$ cat src/rtl/dither_timer_pkg.sv
package dither_timer_pkg;
  typedef enum logic [1:0] {
    MODE_TOGGLE = 2'd0,
    MODE_PWM    = 2'd1,
    MODE_WIDTH  = 2'd2,
    MODE_ALT    = 2'd3
  } tmr_mode_e;

  typedef enum logic [1:0] {
    TRIP_HIGH = 2'd0,
    TRIP_LOW  = 2'd1,
    TRIP_HIZ  = 2'd2,
    TRIP_HIZ2 = 2'd3
  } trip_state_e;

  localparam logic [1:0] ADDR_CTRL = 2'd0;
  localparam logic [1:0] ADDR_CMP  = 2'd1;
  localparam logic [1:0] ADDR_FRAC = 2'd2;
  localparam logic [1:0] ADDR_TRIP = 2'd3;
endpackage

$ cat src/rtl/tmr_sync_edge.sv
module tmr_sync_edge #(
  parameter int unsigned STAGES  = 2,
  parameter logic        RST_VAL = 1'b0
) (
  input  logic clk_i,
  input  logic rst_ni,
  input  logic async_i,
  output logic level_o,
  output logic rise_o,
  output logic fall_o
);
  logic [STAGES-1:0] chain_q;
  logic              prev_q;

  always_ff @(posedge clk_i or negedge rst_ni) begin
    if (!rst_ni) begin
      chain_q <= {STAGES{RST_VAL}};
      prev_q  <= RST_VAL;
    end else begin
      chain_q <= {chain_q[STAGES-2:0], async_i};
      prev_q  <= chain_q[STAGES-1];
    end
  end

  assign level_o = chain_q[STAGES-1];
  assign rise_o  = level_o & ~prev_q;
  assign fall_o  = ~level_o & prev_q;


  rise_single_chk: assert property (@(posedge clk_i) disable iff (!rst_ni)
    rise_o |=> !rise_o);
endmodule

$ cat src/rtl/tmr_clk_sel.sv
module tmr_clk_sel #(
  parameter int unsigned NUM_TICK = 11,
  localparam int unsigned SEL_W   = $clog2(NUM_TICK + 1),
  localparam int unsigned NUM_SEL = 2 ** SEL_W
) (
  input  logic [NUM_TICK-1:0] tick_i,
  input  logic                evt_rise_i,
  input  logic [SEL_W-1:0]    sel_i,
  output logic                tick_o
);
  logic [NUM_SEL-1:0] src_vec;

  for (genvar g = 0; g < NUM_SEL; g++) begin : g_src
    if (g < NUM_TICK) begin : g_int
      assign src_vec[g] = tick_i[g];
    end else if (g == NUM_TICK) begin : g_evt
      assign src_vec[g] = evt_rise_i;
    end else begin : g_off
      assign src_vec[g] = 1'b0;
    end
  end

  assign tick_o = src_vec[sel_i];
endmodule

$ cat src/rtl/tmr_core.sv
module tmr_core
  import dither_timer_pkg::*;
#(
  parameter int unsigned CNT_W = 8,
  parameter int unsigned ADD_W = 2
) (
  input  logic             clk_i,
  input  logic             rst_ni,
  input  logic             run_i,
  input  tmr_mode_e        mode_i,
  input  logic             tick_i,
  input  logic [CNT_W-1:0] cmp_buf_i,
  input  logic [ADD_W-1:0] frac_i,
  input  logic             gate_lvl_i,
  input  logic             gate_rise_i,
  input  logic             gate_fall_i,
  output logic [CNT_W-1:0] cnt_o,
  output logic             wave_o,
  output logic             irq_o
);
  localparam logic [CNT_W-1:0] CNT_MAX = '1;

  logic [CNT_W-1:0] cnt_q, cmp_act_q;
  logic [ADD_W-1:0] frame_q, frame_rev;
  logic             tog_q, irq_q;
  logic             is_pwm, is_width, match, wrap, reload, extra, pwm_hi;
  logic [CNT_W:0]   duty;

  assign is_pwm   = (mode_i == MODE_PWM);
  assign is_width = (mode_i == MODE_WIDTH);
  assign match    = (cnt_q == cmp_act_q);
  assign wrap     = (cnt_q == CNT_MAX);
  assign reload   = run_i && tick_i && !is_width && (is_pwm ? wrap : match);

  // bit-reversed frame index spreads the extra counts evenly
  for (genvar g = 0; g < ADD_W; g++) begin : g_rev
    assign frame_rev[g] = frame_q[ADD_W-1-g];
  end
  assign extra  = (frame_rev < frac_i);
  assign duty   = {1'b0, cmp_act_q} + {{CNT_W{1'b0}}, extra};
  assign pwm_hi = ({1'b0, cnt_q} < duty);

  always_ff @(posedge clk_i or negedge rst_ni) begin
    if (!rst_ni) begin
      cnt_q     <= '0;
      cmp_act_q <= '0;
      frame_q   <= '0;
      tog_q     <= 1'b0;
      irq_q     <= 1'b0;
    end else if (!run_i) begin
      cnt_q     <= '0;
      cmp_act_q <= cmp_buf_i;
      frame_q   <= '0;
      tog_q     <= 1'b0;
      irq_q     <= 1'b0;
    end else begin
      irq_q <= 1'b0;
      if (is_width) begin
        if (gate_rise_i) begin
          cnt_q <= {{(CNT_W-1){1'b0}}, tick_i};
        end else if (gate_lvl_i && tick_i && !wrap) begin
          cnt_q <= cnt_q + CNT_W'(1);
        end
        if (gate_fall_i) irq_q <= 1'b1;
      end else if (tick_i) begin
        if (reload) begin
          cnt_q     <= '0;
          cmp_act_q <= cmp_buf_i;
          irq_q     <= 1'b1;
          if (is_pwm) frame_q <= frame_q + ADD_W'(1);
          else        tog_q   <= ~tog_q;
        end else begin
          cnt_q <= cnt_q + CNT_W'(1);
        end
      end
    end
  end

  always_comb begin
    wave_o = 1'b0;
    if (run_i) begin
      if (is_pwm)         wave_o = pwm_hi;
      else if (!is_width) wave_o = tog_q;
    end
  end

  assign cnt_o = cnt_q;
  assign irq_o = irq_q;


  cmp_reload_chk: assert property (@(posedge clk_i) disable iff (!rst_ni)
    ($past(run_i) && (cmp_act_q != $past(cmp_act_q))) |-> $past(reload));


  match_zero_chk: assert property (@(posedge clk_i) disable iff (!rst_ni)
    (run_i && $past(run_i) && mode_i == MODE_TOGGLE && $stable(mode_i) && irq_q)
      |-> cnt_q == '0);


  width_sat_chk: assert property (@(posedge clk_i) disable iff (!rst_ni)
    (run_i && $past(run_i) && is_width && $stable(mode_i) &&
     $past(cnt_q) == CNT_MAX && !$past(gate_rise_i)) |-> cnt_q == CNT_MAX);
endmodule

$ cat src/rtl/tmr_trip.sv
module tmr_trip
  import dither_timer_pkg::*;
(
  input  logic        clk_i,
  input  logic        rst_ni,
  input  logic        fall_i,
  input  logic        arm_i,
  input  logic        clr_i,
  input  trip_state_e state_i,
  input  logic        wave_i,
  output logic        pin_o,
  output logic        oe_o
);
  logic latched_q;

  always_ff @(posedge clk_i or negedge rst_ni) begin
    if (!rst_ni)               latched_q <= 1'b0;
    else if (fall_i && arm_i)  latched_q <= 1'b1;
    else if (clr_i)            latched_q <= 1'b0;
  end

  always_comb begin
    pin_o = wave_i;
    oe_o  = 1'b1;
    if (latched_q) begin
      case (state_i)
        TRIP_HIGH: pin_o = 1'b1;
        TRIP_LOW:  pin_o = 1'b0;
        default: begin
          pin_o = 1'b0;
          oe_o  = 1'b0;
        end
      endcase
    end
  end


  latch_hold_chk: assert property (@(posedge clk_i) disable iff (!rst_ni)
    (latched_q && !clr_i) |=> latched_q);


  latch_set_chk: assert property (@(posedge clk_i) disable iff (!rst_ni)
    $rose(latched_q) |-> $past(fall_i && arm_i));
endmodule

$ cat src/rtl/dither_timer.sv
module dither_timer
  import dither_timer_pkg::*;
#(
  parameter int unsigned CNT_W       = 8,
  parameter int unsigned ADD_W       = 2,
  parameter int unsigned NUM_TICK    = 11,
  parameter int unsigned SYNC_STAGES = 2,
  localparam int unsigned SEL_W      = $clog2(NUM_TICK + 1)
) (
  input  logic                clk_i,
  input  logic                rst_ni,
  input  logic                cfg_we_i,
  input  logic [1:0]          cfg_addr_i,
  input  logic [CNT_W-1:0]    cfg_wdata_i,
  input  logic [NUM_TICK-1:0] tick_i,
  input  logic                event_i,
  input  logic                gate_i,
  input  logic                trip_n_i,
  output logic                tmr_o,
  output logic                tmr_oe_o,
  output logic                irq_o,
  output logic [CNT_W-1:0]    count_o
);
  localparam int unsigned RUN_BIT = SEL_W + 2;

  tmr_mode_e        mode_q;
  logic [SEL_W-1:0] src_q;
  logic             run_q;
  logic [CNT_W-1:0] cmp_buf_q;
  logic [ADD_W-1:0] frac_q;
  trip_state_e      tstate_q;
  logic             arm_q;
  logic             trip_clr;

  always_ff @(posedge clk_i or negedge rst_ni) begin
    if (!rst_ni) begin
      mode_q    <= MODE_TOGGLE;
      src_q     <= '0;
      run_q     <= 1'b0;
      cmp_buf_q <= '0;
      frac_q    <= '0;
      tstate_q  <= TRIP_HIGH;
      arm_q     <= 1'b0;
    end else if (cfg_we_i) begin
      case (cfg_addr_i)
        ADDR_CTRL: begin
          mode_q <= tmr_mode_e'(cfg_wdata_i[1:0]);
          src_q  <= cfg_wdata_i[SEL_W+1:2];
          run_q  <= cfg_wdata_i[RUN_BIT];
        end
        ADDR_CMP:  cmp_buf_q <= cfg_wdata_i;
        ADDR_FRAC: frac_q    <= cfg_wdata_i[ADD_W-1:0];
        default: begin
          tstate_q <= trip_state_e'(cfg_wdata_i[1:0]);
          arm_q    <= cfg_wdata_i[2];
        end
      endcase
    end
  end

  assign trip_clr = cfg_we_i && (cfg_addr_i == ADDR_TRIP) && cfg_wdata_i[3];

  logic evt_lvl, evt_rise, evt_fall;
  logic gate_lvl, gate_rise, gate_fall;
  logic trip_lvl, trip_rise, trip_fall;
  logic sync_unused;
  assign sync_unused = evt_lvl ^ evt_fall ^ trip_lvl ^ trip_rise;

  tmr_sync_edge #(.STAGES(SYNC_STAGES), .RST_VAL(1'b0)) u_evt_sync (
    .clk_i, .rst_ni, .async_i(event_i),
    .level_o(evt_lvl), .rise_o(evt_rise), .fall_o(evt_fall)
  );

  tmr_sync_edge #(.STAGES(SYNC_STAGES), .RST_VAL(1'b0)) u_gate_sync (
    .clk_i, .rst_ni, .async_i(gate_i),
    .level_o(gate_lvl), .rise_o(gate_rise), .fall_o(gate_fall)
  );

  tmr_sync_edge #(.STAGES(SYNC_STAGES), .RST_VAL(1'b1)) u_trip_sync (
    .clk_i, .rst_ni, .async_i(trip_n_i),
    .level_o(trip_lvl), .rise_o(trip_rise), .fall_o(trip_fall)
  );

  logic tick_sel;

  tmr_clk_sel #(.NUM_TICK(NUM_TICK)) u_clk_sel (
    .tick_i(tick_i), .evt_rise_i(evt_rise), .sel_i(src_q), .tick_o(tick_sel)
  );

  logic wave;

  tmr_core #(.CNT_W(CNT_W), .ADD_W(ADD_W)) u_core (
    .clk_i, .rst_ni,
    .run_i(run_q), .mode_i(mode_q), .tick_i(tick_sel),
    .cmp_buf_i(cmp_buf_q), .frac_i(frac_q),
    .gate_lvl_i(gate_lvl), .gate_rise_i(gate_rise), .gate_fall_i(gate_fall),
    .cnt_o(count_o), .wave_o(wave), .irq_o(irq_o)
  );

  tmr_trip u_trip (
    .clk_i, .rst_ni,
    .fall_i(trip_fall), .arm_i(arm_q), .clr_i(trip_clr),
    .state_i(tstate_q), .wave_i(wave),
    .pin_o(tmr_o), .oe_o(tmr_oe_o)
  );
endmodule

$ cat config.mk
export PLATFORM = sky130hd
export DESIGN_NAME = dither_timer
export DESIGN_NICKNAME = d
export VERILOG_FILES = /design/src/rtl/dither_timer_pkg.sv /design/src/rtl/tmr_sync_edge.sv /design/src/rtl/tmr_clk_sel.sv /design/src/rtl/tmr_core.sv /design/src/rtl/tmr_trip.sv /design/src/rtl/dither_timer.sv
export SDC_FILE = /design/constraint.sdc
export NUM_CORES = 1
export LEC_CHECK = 0
export CAP_MARGIN = 20
export CORE_ASPECT_RATIO = 0.5
export CORE_MARGIN = 2
export CORE_UTILIZATION = 30
export CTS_BUF_LIST = sky130_fd_sc_hd__clkbuf_8
export DETAILED_ROUTE_END_ITERATION = 6
export DONT_BUFFER_PORTS = 1
export GPL_TIMING_DRIVEN = 0
export PLACE_DENSITY = 0.53
export SYNTH_ARGS = -nofsm -noshare
export SYNTH_HDL_FRONTEND = slang
export SYNTH_SLANG_ARGS = --single-unit
$ cat constraint.sdc
create_clock -name clk_i -period 4.5 [get_ports clk_i]
set_input_delay 0.45 -clock clk_i [delete_from_list [all_inputs] [get_ports clk_i]]
set_output_delay 0.45 -clock clk_i [all_outputs]
set_load 0.02 [all_outputs]
==> summary.txt <==
Drt
  – DR WL met3: 238 µm
  – Highest metal used: met4
  – DR vias: 1772
  – Vias/cell: 5.136
  – First-pass DRT Iterations: 4
  – Final ANT Viol Nets: 0
  – Post-route DRC: 0
  – Routed length on met1: 2723 µm
  – Met2 WL: 2500 µm
  – Iter 0 DRT Violations: 90
  – DR WL/cell: 16.05 µm
  – Routed WL: 5538 µm

Die
  – Die Area: 0.009547 mm²
  – I/O pin cnt: 38
  – Die extent in x: between 100 and 150 µm
  – Starting Density: 30.52%
  – Row cnt: 24
  – Core Footprint: 0.008588 mm²
  – Die height: 70.10 µm

Timing
  – Fin. Hold Viols: 0
  – Final period utilization: 80.94%
  – # setup viols final: 0
  – Final setup TNS: 0 ps
  – Actual slew at the worst max-slew pin: 556.7 ps
  – Slew Limit Fails: 0
  – Worst Skew: 14.21 ps
  – Final min period: 3643 ps
  – Max-Slew Margin vs Limit: a little over three fifths
  – RSZ-0062 raised after global routing: false
  – Peak Freq: ~270 MHz

Setup path
  – Worst Path Arrival: 3190 ps
  – Crit path top cell by count: ha_1
  – Crit path required time: 4050 ps
  – Startpoint Class: flop
  – CP delay by family, top: adder cells
  – R2R Path Start: u_core.cnt_o[2]
  – Crit Path Max Fanout: 4
  – Critical path buffer and inverter count: 0
  – R2R depth: 6
  – Critical path's largest stage delay: approximately 420 ps
  – CP Launch Point: u_core.frame_q[0]
  – Setup CP Type: reg2out
  – Capture point of the worst reg-to-reg path: u_core.cmp_act_q[1]
  – CP Cell Sequence: ha_1 -> a21oi_1 -> ha_1 -> ha_1 -> nand2_1 -> nor2_1 -> xnor2_1 -> ha_1 -> nand4_1 -> o211ai_1 -> a21oi_1 -> a221o_1
  – Crit-path slowest cell: dfrtp_1
  – Flop-to-flop setup slack: about 2100 ps
  – Critical Path Sink Type: output port

Pwr
  – Comb power frac: 29.1%
  – Clock network power share: a little over a fifth
  – P_sw: 0.4325 mW
  – Int Power: 0.8208 mW
  – Sequential Power Share: 50.0%
  – P_leak: 1.239 nW
  – Switching portion of total power: 34.51%
  – Power Total: 1.253 mW
  – PwrDens: 432.7 mW/mm²
  – Max VDD drop: 0.0001416 V

CTS
  – Post-CTS Resized: 0
  – Clk_lat worst skew: 310 ps
  – # H-tree levels: 2
  – Clock slew seen by the registers of the worst setup and hold paths: 100 ps
  – CTS root buf: clkbuf_8
  – Clock buffer depth: 2
  – TritonCTS buffer count: 5
  – Clk sink count: 50
  – TritonCTS clock tree: built

Logic synthesis
  – Post-synthesis average cell area: 12.08 µm²
  – Yosys warnings: 0
  – Mapped cell area: about 0.0026 mm²
  – Post-synth EDFFs: 0
  – #FFs+latches synth: 50
  – Yosys top cell by area: dfrtp_1
  – Top-area cell type share of the netlist area: 44.87%
  – Syn nets: 256
  – Asr flop ratio synth: between 90% and 100%
  – Cell variety after synth: 44
  – Seq/Total Area, Yosys: a little under half
  – Synth area leaders: dfrtp_1, mux2_2, ha_1, mux2_4, xor2_1
  – Main flop type after synthesis: dfrtp_1
  – Syn Inst Count: 217

GRT
  – Initial antenna violation count: 0
  – Largest net degree at the start of global routing: 51
  – Grt ovf: 0
  – Vias in the first global route: 1703
  – First-pass GRT wire length: 9101 µm
  – GRT Resource Usage Total: 12.44%

Worst hold path
  – Worst hold path stage count: 0
  – Hold Crit Endpoint: u_trip_sync.chain_q[0]
  – Worst min path class: in2reg
  – Hold Path Origin: trip_n_i

Final layout
  – Final-layout fill cell count: 899
  – Fraction of layout cells with a size suffix above 1: 21.05%
  – Area grow syn2layout: 10.50%
  – # diodes: 0
  – Util after Layout: 33.73%
  – Layout Nets: 266
  – Post-route insts no fill: 345

Placement
  – Placed cell count: around 330
  – Port buffer count: 0
  – GP Congestion: between 0.8 and 0.9
  – DP Wirelength: approximately 4000 µm

Run status
  – Status: finished, final reports clean

Run
  – Max Cap Viol: 0
==> timing repair <==
| item | in CTS | in global routing |
|---|---|---|
| buffers inserted | 0 | 0 |
| endpoints found under the hold margin | 50 | 0 |
| hold buffers | 2 | 0 |
==> per-layer routing <==
| metal | up-vias | GRT usage, % |
|---|---|---|
| met4 | 0 | 3.819 |
| met1 | 895 | 17.59 |
| li1 | 825 | - |
| met3 | 8 | 3.123 |
| met5 | - | 0 |
| met2 | 44 | 18.76 |
==> sequential cells by signal, summed over array words and instances, names as in the netlist, 2 cells and up <==
| register | cells |
|---|---|
| src_q | 4 |
| u_trip_sync.chain_q | 2 |
| u_gate_sync.chain_q | 2 |
| cmp_buf_q | 8 |
| mode_q | 2 |
| u_evt_sync.chain_q | 2 |
| tstate_q | 2 |
| u_core.cmp_act_q | 8 |
| frac_q | 2 |
| u_core.frame_q | 2 |
| u_core.cnt_o | 8 |
==> final cells by class <==
class	instances	area (µm²)	share of cell area (%)
clock inverters	3	17.52	0.6048
well taps	117	146.4	5.054
plain buffers	1	11.26	0.3888
inverters	8	30.03	1.037
multi-input cells	158	1325	45.75
clock buffers	5	68.82	2.376
flip-flops and latches	50	1255	43.33
repair buffers	3	42.54	1.469
==> cells in the mapped netlist (all sizes together), types with 5 or more instances <==
cell type / count
nand3b: 5
nand4: 5
nor2: 11
dfrtp: 47
xnor2: 6
a21oi: 6
inv: 8
xor2: 12
mux2: 26
nand3: 11
o21ai: 10
ha: 12
nand2: 16
==> power by group through the flow <==
stage	clock (mW)	combinational (mW)	sequential, mW
detailed placement	0	0.353	0.635
CTS	0.269	0.369	0.625
global placement	0	0.339	0.632
floorplan	0	0.297	0.602
finish	0.262	0.365	0.626
global route	0.291	0.403	0.639
==> cell usage in the layout (no fill, tap or decap), types with 5 or more instances in the layout <==
master and instances:
dfrtp_1 47, mux2_2 18, nand2_1 16, xor2_1 12, ha_1 12, nand3_1 11
nor2_1 10, inv_1 9, o21ai_0 9, mux2_4 8, xnor2_1 6, a21oi_1 6
nand4_1 5, nand3b_1 5, clkbuf_8 5
==> worst max path at each step <==
stage / end / slack [ps] / depth (start not counted)
after floorplan: tmr_o / 1660 / 12
after global placement: tmr_o / 1250 / 12
after detailed placement: tmr_o / 1220 / 12
after CTS: tmr_o / 860 / 12
after global routing: tmr_o / 650 / 12
final: tmr_o / 860 / 12
==> cells by family after synthesis <==
family | Yosys count | synth area share (%)
muxes | 30 | 15.42
AOI/OAI and AO/OA | 34 | 10.50
buffers and inverters | 9 | 1.575
and+or+nand+nor | 64 | 12.89
adders and majority gates | 12 | 5.728
xor gates and xnor gates | 18 | 6.014
DFF | 50 | 47.88
==> through the flow <==
step	setup WS (ps)	hold slack [ps]	area [µm²]
finish	857.5	128.5	2897
global route	648.6	102.9	2897
CTS	858.1	116.7	2892
detailed placement	1219	155.7	2768
global placement	1247	155.4	2768
floorplan	1663	154.4	2621
No activity file was read; power rests on OpenSTA's default activity.
